[config.mk]
export PLATFORM = sky130hd
export DESIGN_NAME = exc_state_regs
export DESIGN_NICKNAME = d
export VERILOG_FILES = /design/src/rtl/exc_pkg.sv /design/src/rtl/exc_status_reg.sv /design/src/rtl/exc_cause_reg.sv /design/src/rtl/exc_addr_reg.sv /design/src/rtl/exc_state_regs.sv
export SDC_FILE = /design/constraint.sdc
export NUM_CORES = 1
export LEC_CHECK = 0
export BUFFER_PORTS_ARGS = -buffer_cell sky130_fd_sc_hd__buf_4
export CORE_ASPECT_RATIO = 0.5
export CORE_MARGIN = 2
export CORE_UTILIZATION = 41
export DETAILED_ROUTE_END_ITERATION = 7
export GPL_TIMING_DRIVEN = 0
export PLACE_DENSITY = 0.7
export SLEW_MARGIN = 20
export SYNTH_ARGS = -nofsm -noshare
export SYNTH_HDL_FRONTEND = slang
export SYNTH_SLANG_ARGS = --single-unit
[constraint.sdc]
create_clock -name clk -period 1.8 [get_ports clk]
set_input_delay 0.36 -clock clk [delete_from_list [all_inputs] [get_ports clk]]
set_output_delay 0.36 -clock clk [all_outputs]
set_load 0.005 [all_outputs]
[src/rtl/exc_pkg.sv]
package exc_pkg;

    localparam int DATA_W    = 32;
    localparam int RNUM_W    = 5;
    localparam int N_HW_IRQ  = 5;
    localparam int N_SW_IRQ  = 3;
    localparam int MASK_W    = N_HW_IRQ + N_SW_IRQ;
    localparam int MASK_LO   = 8;
    localparam int MASK_HI   = MASK_LO + MASK_W - 1;
    localparam int PEND_LO   = MASK_LO + N_SW_IRQ;
    localparam int PEND_HI   = PEND_LO + N_HW_IRQ - 1;
    localparam int STK_W     = 6;
    localparam int CODE_W    = 4;
    localparam int CODE_LO   = 2;
    localparam int CODE_HI   = CODE_LO + CODE_W - 1;

    localparam logic [RNUM_W-1:0] RN_FAULT  = 5'd8;
    localparam logic [RNUM_W-1:0] RN_STATUS = 5'd12;
    localparam logic [RNUM_W-1:0] RN_CAUSE  = 5'd13;
    localparam logic [RNUM_W-1:0] RN_EPC    = 5'd14;

    typedef enum logic [CODE_W-1:0] {
        EXC_INT   = 4'd0,
        EXC_ADRL  = 4'd4,
        EXC_ADRS  = 4'd5,
        EXC_IBUS  = 4'd6,
        EXC_DBUS  = 4'd7,
        EXC_SYS   = 4'd8,
        EXC_BRK   = 4'd9,
        EXC_RSVD  = 4'd10,
        EXC_OVF   = 4'd12
    } exc_code_e;

    typedef struct packed {
        logic [MASK_W-1:0] mask;
        logic [STK_W-1:0]  stk;
    } status_t;

    typedef struct packed {
        logic [N_HW_IRQ-1:0] pend;
        logic [CODE_W-1:0]   code;
    } cause_t;

    typedef struct packed {
        logic fault;
        logic status;
        logic cause;
        logic epc;
    } reg_sel_t;

    function automatic logic [STK_W-1:0] stk_push(input logic [STK_W-1:0] s);
        return {s[STK_W-3:0], 2'b00};
    endfunction

    function automatic logic [STK_W-1:0] stk_pop(input logic [STK_W-1:0] s);
        return {s[STK_W-1:STK_W-2], s[STK_W-1:2]};
    endfunction

    function automatic logic [DATA_W-1:0] status_word(input status_t s);
        logic [DATA_W-1:0] w;
        w = '0;
        w[MASK_HI:MASK_LO] = s.mask;
        w[STK_W-1:0]       = s.stk;
        return w;
    endfunction

    function automatic logic [DATA_W-1:0] cause_word(input cause_t c);
        logic [DATA_W-1:0] w;
        w = '0;
        w[PEND_HI:PEND_LO] = c.pend;
        w[CODE_HI:CODE_LO] = c.code;
        return w;
    endfunction

    function automatic reg_sel_t decode_rnum(input logic [RNUM_W-1:0] n);
        reg_sel_t r;
        r.fault  = (n == RN_FAULT);
        r.status = (n == RN_STATUS);
        r.cause  = (n == RN_CAUSE);
        r.epc    = (n == RN_EPC);
        return r;
    endfunction

endpackage

[src/rtl/exc_status_reg.sv]
module exc_status_reg
    import exc_pkg::*;
(
    input  logic              clk,
    input  logic              rst,
    input  logic              exc_take,
    input  logic              rfe,
    input  logic              wr_en,
    input  logic [MASK_W-1:0] wr_mask,
    input  logic [STK_W-1:0]  wr_stk,
    output status_t           st_q
);

    status_t st_d;

    always_comb begin
        st_d = st_q;
        if (exc_take) begin
            st_d.stk = stk_push(st_q.stk);
        end else if (rfe) begin
            st_d.stk = stk_pop(st_q.stk);
        end else if (wr_en) begin
            st_d.mask = wr_mask;
            st_d.stk  = wr_stk;
        end
    end

    always_ff @(posedge clk) begin
        if (rst) begin
            st_q <= '0;
        end else begin
            st_q <= st_d;
        end
    end

endmodule

[src/rtl/exc_cause_reg.sv]
module exc_cause_reg
    import exc_pkg::*;
(
    input  logic                clk,
    input  logic                rst,
    input  logic                exc_take,
    input  logic [CODE_W-1:0]   exc_code,
    input  logic                wr_en,
    input  logic [CODE_W-1:0]   wr_code,
    input  logic [N_HW_IRQ-1:0] hw_irq,
    output cause_t              cause_q
);

    logic                int_ack;
    logic [N_HW_IRQ-1:0] pend_d;
    logic [CODE_W-1:0]   code_d;

    assign int_ack = exc_take && (exc_code == EXC_INT);

    for (genvar i = 0; i < N_HW_IRQ; i++) begin : g_pend
        assign pend_d[i] = hw_irq[i] | (cause_q.pend[i] & ~int_ack);
    end

    always_comb begin
        code_d = cause_q.code;
        if (exc_take) begin
            code_d = exc_code;
        end else if (wr_en) begin
            code_d = wr_code;
        end
    end

    always_ff @(posedge clk) begin
        if (rst) begin
            cause_q <= '0;
        end else begin
            cause_q.pend <= pend_d;
            cause_q.code <= code_d;
        end
    end

endmodule

[src/rtl/exc_addr_reg.sv]
module exc_addr_reg #(
    parameter int W = 32
) (
    input  logic         clk,
    input  logic         rst,
    input  logic         cap_en,
    input  logic [W-1:0] cap_data,
    input  logic         wr_en,
    input  logic [W-1:0] wr_data,
    output logic [W-1:0] q
);

    always_ff @(posedge clk) begin
        if (rst) begin
            q <= '0;
        end else if (cap_en) begin
            q <= cap_data;
        end else if (wr_en) begin
            q <= wr_data;
        end
    end

endmodule

[src/rtl/exc_state_regs.sv]
module exc_state_regs
    import exc_pkg::*;
(
    input  logic                clk,
    input  logic                rst,
    input  logic                sw_we,
    input  logic [RNUM_W-1:0]   sw_addr,
    input  logic [DATA_W-1:0]   sw_wdata,
    input  logic [RNUM_W-1:0]   rd_addr,
    output logic [DATA_W-1:0]   rd_data,
    input  logic                exc_valid,
    input  logic [CODE_W-1:0]   exc_code,
    input  logic [DATA_W-1:0]   exc_pc,
    input  logic                exc_fault_valid,
    input  logic [DATA_W-1:0]   exc_fault_addr,
    input  logic [N_HW_IRQ-1:0] hw_irq,
    input  logic                rfe,
    output logic                ie_cur,
    output logic                user_mode,
    output logic                irq_take
);

    reg_sel_t            wsel;
    reg_sel_t            rsel;
    status_t             st_q;
    cause_t              cause_q;
    logic [DATA_W-1:0]   epc_q;
    logic [DATA_W-1:0]   fault_q;
    logic [STK_W-1:0]    stk_w;
    logic [N_HW_IRQ-1:0] pend_w;
    logic [N_HW_IRQ-1:0] hw_mask_w;

    assign wsel = sw_we ? decode_rnum(sw_addr) : '0;
    assign rsel = decode_rnum(rd_addr);

    exc_status_reg u_status (
        .clk      (clk),
        .rst      (rst),
        .exc_take (exc_valid),
        .rfe      (rfe),
        .wr_en    (wsel.status),
        .wr_mask  (sw_wdata[MASK_HI:MASK_LO]),
        .wr_stk   (sw_wdata[STK_W-1:0]),
        .st_q     (st_q)
    );

    exc_cause_reg u_cause (
        .clk      (clk),
        .rst      (rst),
        .exc_take (exc_valid),
        .exc_code (exc_code),
        .wr_en    (wsel.cause),
        .wr_code  (sw_wdata[CODE_HI:CODE_LO]),
        .hw_irq   (hw_irq),
        .cause_q  (cause_q)
    );

    exc_addr_reg #(.W(DATA_W)) u_epc (
        .clk      (clk),
        .rst      (rst),
        .cap_en   (exc_valid),
        .cap_data (exc_pc),
        .wr_en    (wsel.epc && !exc_valid),
        .wr_data  (sw_wdata),
        .q        (epc_q)
    );

    exc_addr_reg #(.W(DATA_W)) u_fault (
        .clk      (clk),
        .rst      (rst),
        .cap_en   (exc_valid && exc_fault_valid),
        .cap_data (exc_fault_addr),
        .wr_en    (wsel.fault && !exc_valid),
        .wr_data  (sw_wdata),
        .q        (fault_q)
    );

    always_comb begin
        rd_data = '0;
        unique case (1'b1)
            rsel.fault:  rd_data = fault_q;
            rsel.status: rd_data = status_word(st_q);
            rsel.cause:  rd_data = cause_word(cause_q);
            rsel.epc:    rd_data = epc_q;
            default:     rd_data = '0;
        endcase
    end

    assign stk_w     = st_q.stk;
    assign pend_w    = cause_q.pend;
    assign hw_mask_w = st_q.mask[MASK_W-1:N_SW_IRQ];

    assign ie_cur    = st_q.stk[0];
    assign user_mode = st_q.stk[1];
    assign irq_take  = ie_cur && |(pend_w & hw_mask_w);

endmodule


[Word level (Yosys, flattened, before mapping)]
Cells that the tools add are included.
Storage, ports and cells
  logic and storage cells: 59
  output and inout port bits: 35
  input bits: 121
  flip-flop bits (word level): 87
Cells by class
  eq/ne operators: 9
  muxes and demuxes: 11
  reduce and logical (&&, ||, !) cells: 17
  bitwise operators: 14
Operators with widths (number)
  2-to-1 mux 32 bit: 4
  case mux 32 bit (4 select lines): 1
  equality test 5 x 4 -> 1 bit (second input constant): 8
  2-to-1 mux 6 bit: 3
  2-to-1 mux 4 bit: 3
  nonzero test 2 bit: 5
  AND 1 bit: 5
  AND 5 bit: 1
  logical AND 1 bit: 5
  OR 1 bit: 5
  OR reduction 5 bit: 1
  logical NOT 4 bit: 1
  inverter 1 bit: 3
  AND reduction 3 bit: 1
  nonzero test 3 bit: 1
  inequality test 2 bit (second input constant): 1
  AND reduction 2 bit: 1
  OR reduction 2 bit: 1
  logical NOT 1 bit: 1

[Logic depth before layout (Yosys ltp)]
  depth after elaboration: 5
  gate-level depth with buffers: 6

[By module]
A second synthesis with hierarchy kept.
Second synthesis, totals
  cell total of the unflattened synthesis: 478
  area, all modules: 4694.5 µm²
Modules (own cells, without submodules)
  exc_addr_reg: cells an instance 142, area each 1510.2 µm², seq. area each 640.6 µm², times used 2
  exc_state_regs: cells an instance 84, area each 670.6 µm², seq. area each 0.0 µm², times used 1
  exc_status_reg: cells an instance 70, area each 610.6 µm², seq. area each 280.3 µm², times used 1
  exc_cause_reg: cells an instance 40, area each 392.9 µm², seq. area each 180.2 µm², times used 1

[Least setup slack after synthesis]
Ideal clock, no wire load.
  path kind: input-to-output
  from: in rd_addr[1]
  to: out rd_data[0]
  path buffers: 3
  arrival: 1.371 ns
  setup slack: 0.069 ns
  cell stages on the path: 6
  required time: 1.440 ns
  cell sequence: nor2b_1 > buf_2 > and2_1 > clkbuf_2 > buf_6 > a221o_1
Between the ends
  cells in the longest elaborated chain, start to end: 2
  elaborated cells on any way between the ends: 5
  classes of those cells: eq/ne: 4; mux: 1
RTL lines
  start, declared: RTL line exc_state_regs.sv:9  | input logic [RNUM_W-1:0] rd_addr,
  equality test 5 x 4 -> 1 bit (on tied branches)
  case mux 32 bit (4 select lines) *: RTL line exc_state_regs.sv:80  | unique case (1'b1)
  end, declared: RTL line exc_state_regs.sv:10  | output logic [DATA_W-1:0] rd_data,
Every way passes the cells marked *; elsewhere a longest branch is shown, timed or not.

[Worst setup path in the final report]
  from: in rd_addr[0]
  to: out rd_data[24]
Same word-level chain as after synthesis.

==> flow_results.xml <==
<?xml version="1.0" encoding="UTF-8"?>
<metrics>
  <group name="status">
    <metric name="run_status" unit="">finished with violations</metric>
    <metric name="failed_checks" unit="">setup timing</metric>
  </group>
  <group name="global_route">
    <metric name="grt_overflow_total" unit="">0</metric>
    <metric name="grt_pass1_wl" unit="µm">30480</metric>
    <metric name="grt_pass1_vias" unit="">5480</metric>
    <metric name="track_usage" unit="%">32.15</metric>
    <metric name="antenna_found_initial" unit="">0</metric>
    <metric name="largest_net_degree_at_the_start_of_global_routing" unit="">17</metric>
  </group>
  <group name="setup_path">
    <metric name="regToRegStartpoint" unit="">u_status.st_q[4]</metric>
    <metric name="cp.arrival" unit="ns">1.52</metric>
    <metric name="critical_path_required" unit="ns">1.44</metric>
    <metric name="critical_path.reg2reg.endpoint" unit="">u_status.st_q[2]</metric>
    <metric name="timing.critical_path.fanout_max" unit="">6</metric>
    <metric name="start_kind" unit="">input pin</metric>
    <metric name="ff2ff_path_depth" unit="">3</metric>
    <metric name="worst-r2r-setup-slack" unit="ns">0.81</metric>
    <metric name="timing.critical_path.to_type" unit="">primary output</metric>
    <metric name="path_class" unit="">in -&gt; out</metric>
  </group>
  <group name="clock_network">
    <metric name="clk_latency" unit="ns">0.34</metric>
    <metric name="clock_path_buffers" unit="">2</metric>
    <metric name="cts_sinks" unit="">87</metric>
    <metric name="clk_pin_slew_worst_paths" unit="ns">0.06</metric>
    <metric name="ctsHoldBuffers" unit="">0</metric>
    <metric name="clock_tree_from_tritoncts" unit="">built</metric>
    <metric name="cts-buffers-inserted" unit="">9</metric>
    <metric name="clock-root-buffer" unit="">clkbuf_16</metric>
    <metric name="clock_tree.htree_level_count" unit="">3</metric>
  </group>
  <group name="drt">
    <metric name="final_antenna_net_count" unit="">0</metric>
    <metric name="wire_per_inst" unit="µm">22.54</metric>
    <metric name="drc_errors" unit="">0</metric>
    <metric name="wirelength_met1" unit="µm">8740</metric>
    <metric name="maxUsedRoutingLayer" unit="">met4</metric>
    <metric name="met2RoutedLength" unit="µm">9084</metric>
    <metric name="firstDrtPassIters" unit="">6</metric>
    <metric name="detailroute.via_count" unit="">5960</metric>
    <metric name="postRouteWirelength" unit="µm">21120</metric>
    <metric name="met3_wl" unit="µm">2813</metric>
    <metric name="dr.first_iter.drc_count" unit="">673</metric>
    <metric name="vias_per_cell" unit="">6.361</metric>
  </group>
  <group name="placed_design">
    <metric name="buffer_ports.inserted" unit="">153</metric>
    <metric name="dp.final_hpwl" unit="µm">15230</metric>
    <metric name="place_worst_setup_slack" unit="ns">-0.4171</metric>
    <metric name="gp_routability_congestion" unit="">0.9616</metric>
  </group>
  <group name="final_layout">
    <metric name="final_cell_utilization_of_the_core" unit="%">60.66</metric>
    <metric name="area.growth.synth_to_final" unit="%">41.91</metric>
    <metric name="fraction_of_final_layout_cells_sized_beyond_drive_strength_1" unit="%">30.33</metric>
    <metric name="filler_cell_count" unit="">1025</metric>
    <metric name="diodes" unit="">0</metric>
    <metric name="num-nets-final" unit="">894</metric>
  </group>
  <group name="min_path">
    <metric name="hold_class" unit="">in -&gt; reg</metric>
    <metric name="hold_path.startpoint" unit="">hw_irq[2]</metric>
    <metric name="min_delay_worst_endpoint" unit="">u_cause.cause_q[6]</metric>
    <metric name="timing.hold.worst_path_depth" unit="">3</metric>
  </group>
  <group name="sta">
    <metric name="final.setup_skew" unit="ns">0.004796</metric>
    <metric name="final_critical_path_setup_slack" unit="ns">-0.08008</metric>
    <metric name="slew_headroom" unit="%">51.44</metric>
    <metric name="drv_slew" unit="">0</metric>
    <metric name="finalHoldViolCount" unit="">0</metric>
    <metric name="layout_worst_path_cycle_share" unit="%">104.4</metric>
    <metric name="hold-worst-slack" unit="ns">0.2618</metric>
    <metric name="timing_worst_slew_pin_value" unit="ns">0.7284</metric>
    <metric name="max_freq" unit="GHz">0.5319</metric>
    <metric name="final_period_minus_worst_setup_slack" unit="ns">1.880</metric>
    <metric name="setup_viol" unit="">23</metric>
    <metric name="rsz0062_at_grt" unit="">true</metric>
  </group>
  <group name="run">
    <metric name="maxcap_violations" unit="">0</metric>
  </group>
  <group name="yosys">
    <metric name="sequential_to_total_area_share_from_yosys_stat" unit="%">36.44</metric>
    <metric name="netlist_area" unit="mm²">0.004780</metric>
    <metric name="synthesis.nets" unit="">721</metric>
    <metric name="synth.ff_latch_count" unit="">87</metric>
    <metric name="post_synth_inst_count" unit="">600</metric>
    <metric name="synth_top_area_cell" unit="">dfxtp_1</metric>
    <metric name="area_fraction_of_the_dominant_cell_type_after_synthesis" unit="%">36.44</metric>
    <metric name="ys_async_sr_fraction" unit="%">0</metric>
    <metric name="yosysWarningCount" unit="">0</metric>
    <metric name="synthTopCellsByArea" unit="">dfxtp_1 (36%), o21ai_0 (8.0%), a31oi_1 (7.5%)</metric>
    <metric name="edff_count_synth" unit="">0</metric>
    <metric name="synth_ff_type" unit="">dfxtp_1</metric>
    <metric name="post_synth.cell_area_avg" unit="µm²">7.966</metric>
    <metric name="synth_cell_types" unit="">46</metric>
  </group>
  <group name="floorplan">
    <metric name="initial_core_util" unit="%">42.74</metric>
    <metric name="die_w" unit="µm">156.7</metric>
    <metric name="floorplan.rows" unit="">27</metric>
    <metric name="top_level_ports" unit="">156</metric>
    <metric name="chip_height" unit="µm">80.35</metric>
    <metric name="design.die.area" unit="mm²">0.01259</metric>
    <metric name="placeableCoreArea" unit="mm²">0.01118</metric>
  </group>
  <group name="power_and_ir_drop">
    <metric name="finalPower" unit="mW">4.951</metric>
    <metric name="vdd_drop_max" unit="mV">0.5003</metric>
    <metric name="pwr_density_cell" unit="mW/mm²">730.0</metric>
    <metric name="leakage" unit="nW">2.742</metric>
  </group>
</metrics>
worst max-delay path by stage:
stage	start	end	slack, ns	depth (start not counted)
floorplan	rd_addr[1]	rd_data[0]	0.07	6
finish	rd_addr[0]	rd_data[24]	-0.08	7
global placement	rd_addr[1]	rd_data[25]	-0.44	6
detailed placement	rd_addr[1]	rd_data[21]	-0.42	6
CTS	rd_addr[4]	rd_data[16]	-0.07	7
global route	rd_addr[0]	rd_data[25]	-0.14	7
cells in the mapped netlist, drive strengths merged, types with 3 or more instances:
master and instances:
dfxtp 87, o21ai 77, a31oi 57, inv 52, clkbuf 43, nand4 37
a221oi 35, buf 31, nand3 29, a22o 18, a21oi 17, nor2 15
nand2 14, o211ai 13, o2111ai 11, a311oi 10, a221o 5, and3 5
nor2b 5, a211oi 4, nand2b 3, o21a 3, o221a 3
state kept, by name, summed over array words and instances, names as in the netlist:
signal           count
u_epc.q             32
u_status.st_q       14
u_fault.q           32
u_cause.cause_q      9
cells by family (layout without fill, tap and decap cells):
group / count (synthesis) / after routing / share of synthesized area (%)
compound gates: 260 / 260 / 37.15
buf+inv: 126 / 304 / 11.07
simple gates: 123 / 123 / 14.45
flops: 87 / 87 / 36.44
mux: 4 / 4 / 0.8900
cell type report:
type                       instances  area, µm²  share of cell area (%)
multi-input combinational        387       2641                   38.94
sequential                        87       1742                   25.68
timing repair buffer             165       1311                   19.33
buffer                            71      390.4                   5.755
clock buffer                       9      225.2                   3.320
tap                              159      198.9                   2.933
inverter                          52      195.2                   2.878
clock inverter                     7      78.83                   1.162
placed cells by master (no fill, tap or decap), types with 3 or more instances in the layout:
cell type	instances
o221a_1	3
nand4_1	37
o21a_1	3
inv_1	52
buf_12	5
o21ai_0	76
a21oi_1	17
buf_8	3
a31oi_1	57
a221oi_1	35
buf_2	13
nand2_1	14
a211oi_1	4
buf_4	160
nand3_2	7
buf_1	4
clkbuf_1	40
buf_6	8
a22o_1	18
o2111ai_2	9
o211ai_1	13
nor2_1	15
dfxtp_1	87
a311oi_1	10
nand3_1	22
a221o_1	5
nor2b_1	3
and3_1	5
clkbuf_16	10
what timing repair did:
item / 4_1_cts / 5_1_grt
pin swaps: 10 / 11
endpoints found under the setup margin: 32 / 32
buffers inserted: 6 / 4
gates resized for setup: 38 / 22
gates cloned: 1 / 2
critical path, cell delays in order:
cell     delay, ns
buf_8         0.11
nor4b_4       0.28
nor2b_4       0.21
buf_12        0.15
buf_12        0.13
a22o_1        0.15
buf_4         0.11
per-layer routing:
layer / vias up / GRT usage, %
met4: 0 / 8.532
li1: 2653 / -
met2: 394 / 49.16
met5: - / 0
met1: 2861 / 43.19
met3: 52 / 11.12
through the flow:
step                      setup TNS (ns)  area, µm²  cells
after floorplan                        0       4780    600
after global placement            -11.68       6127    912
after detailed placement          -11.27       6127    912
after CTS                         -1.224       6650    932
after global routing              -2.378       6783    937
final                             -1.318       6783    937
power by group:
part | switching [mW] | internal (mW)
sequential | 0.0744 | 2.04
combinational | 0.491 | 0.382
clock | 0.869 | 1.09
total | 1.43 | 3.52
(Power assumes the default switching activity.)
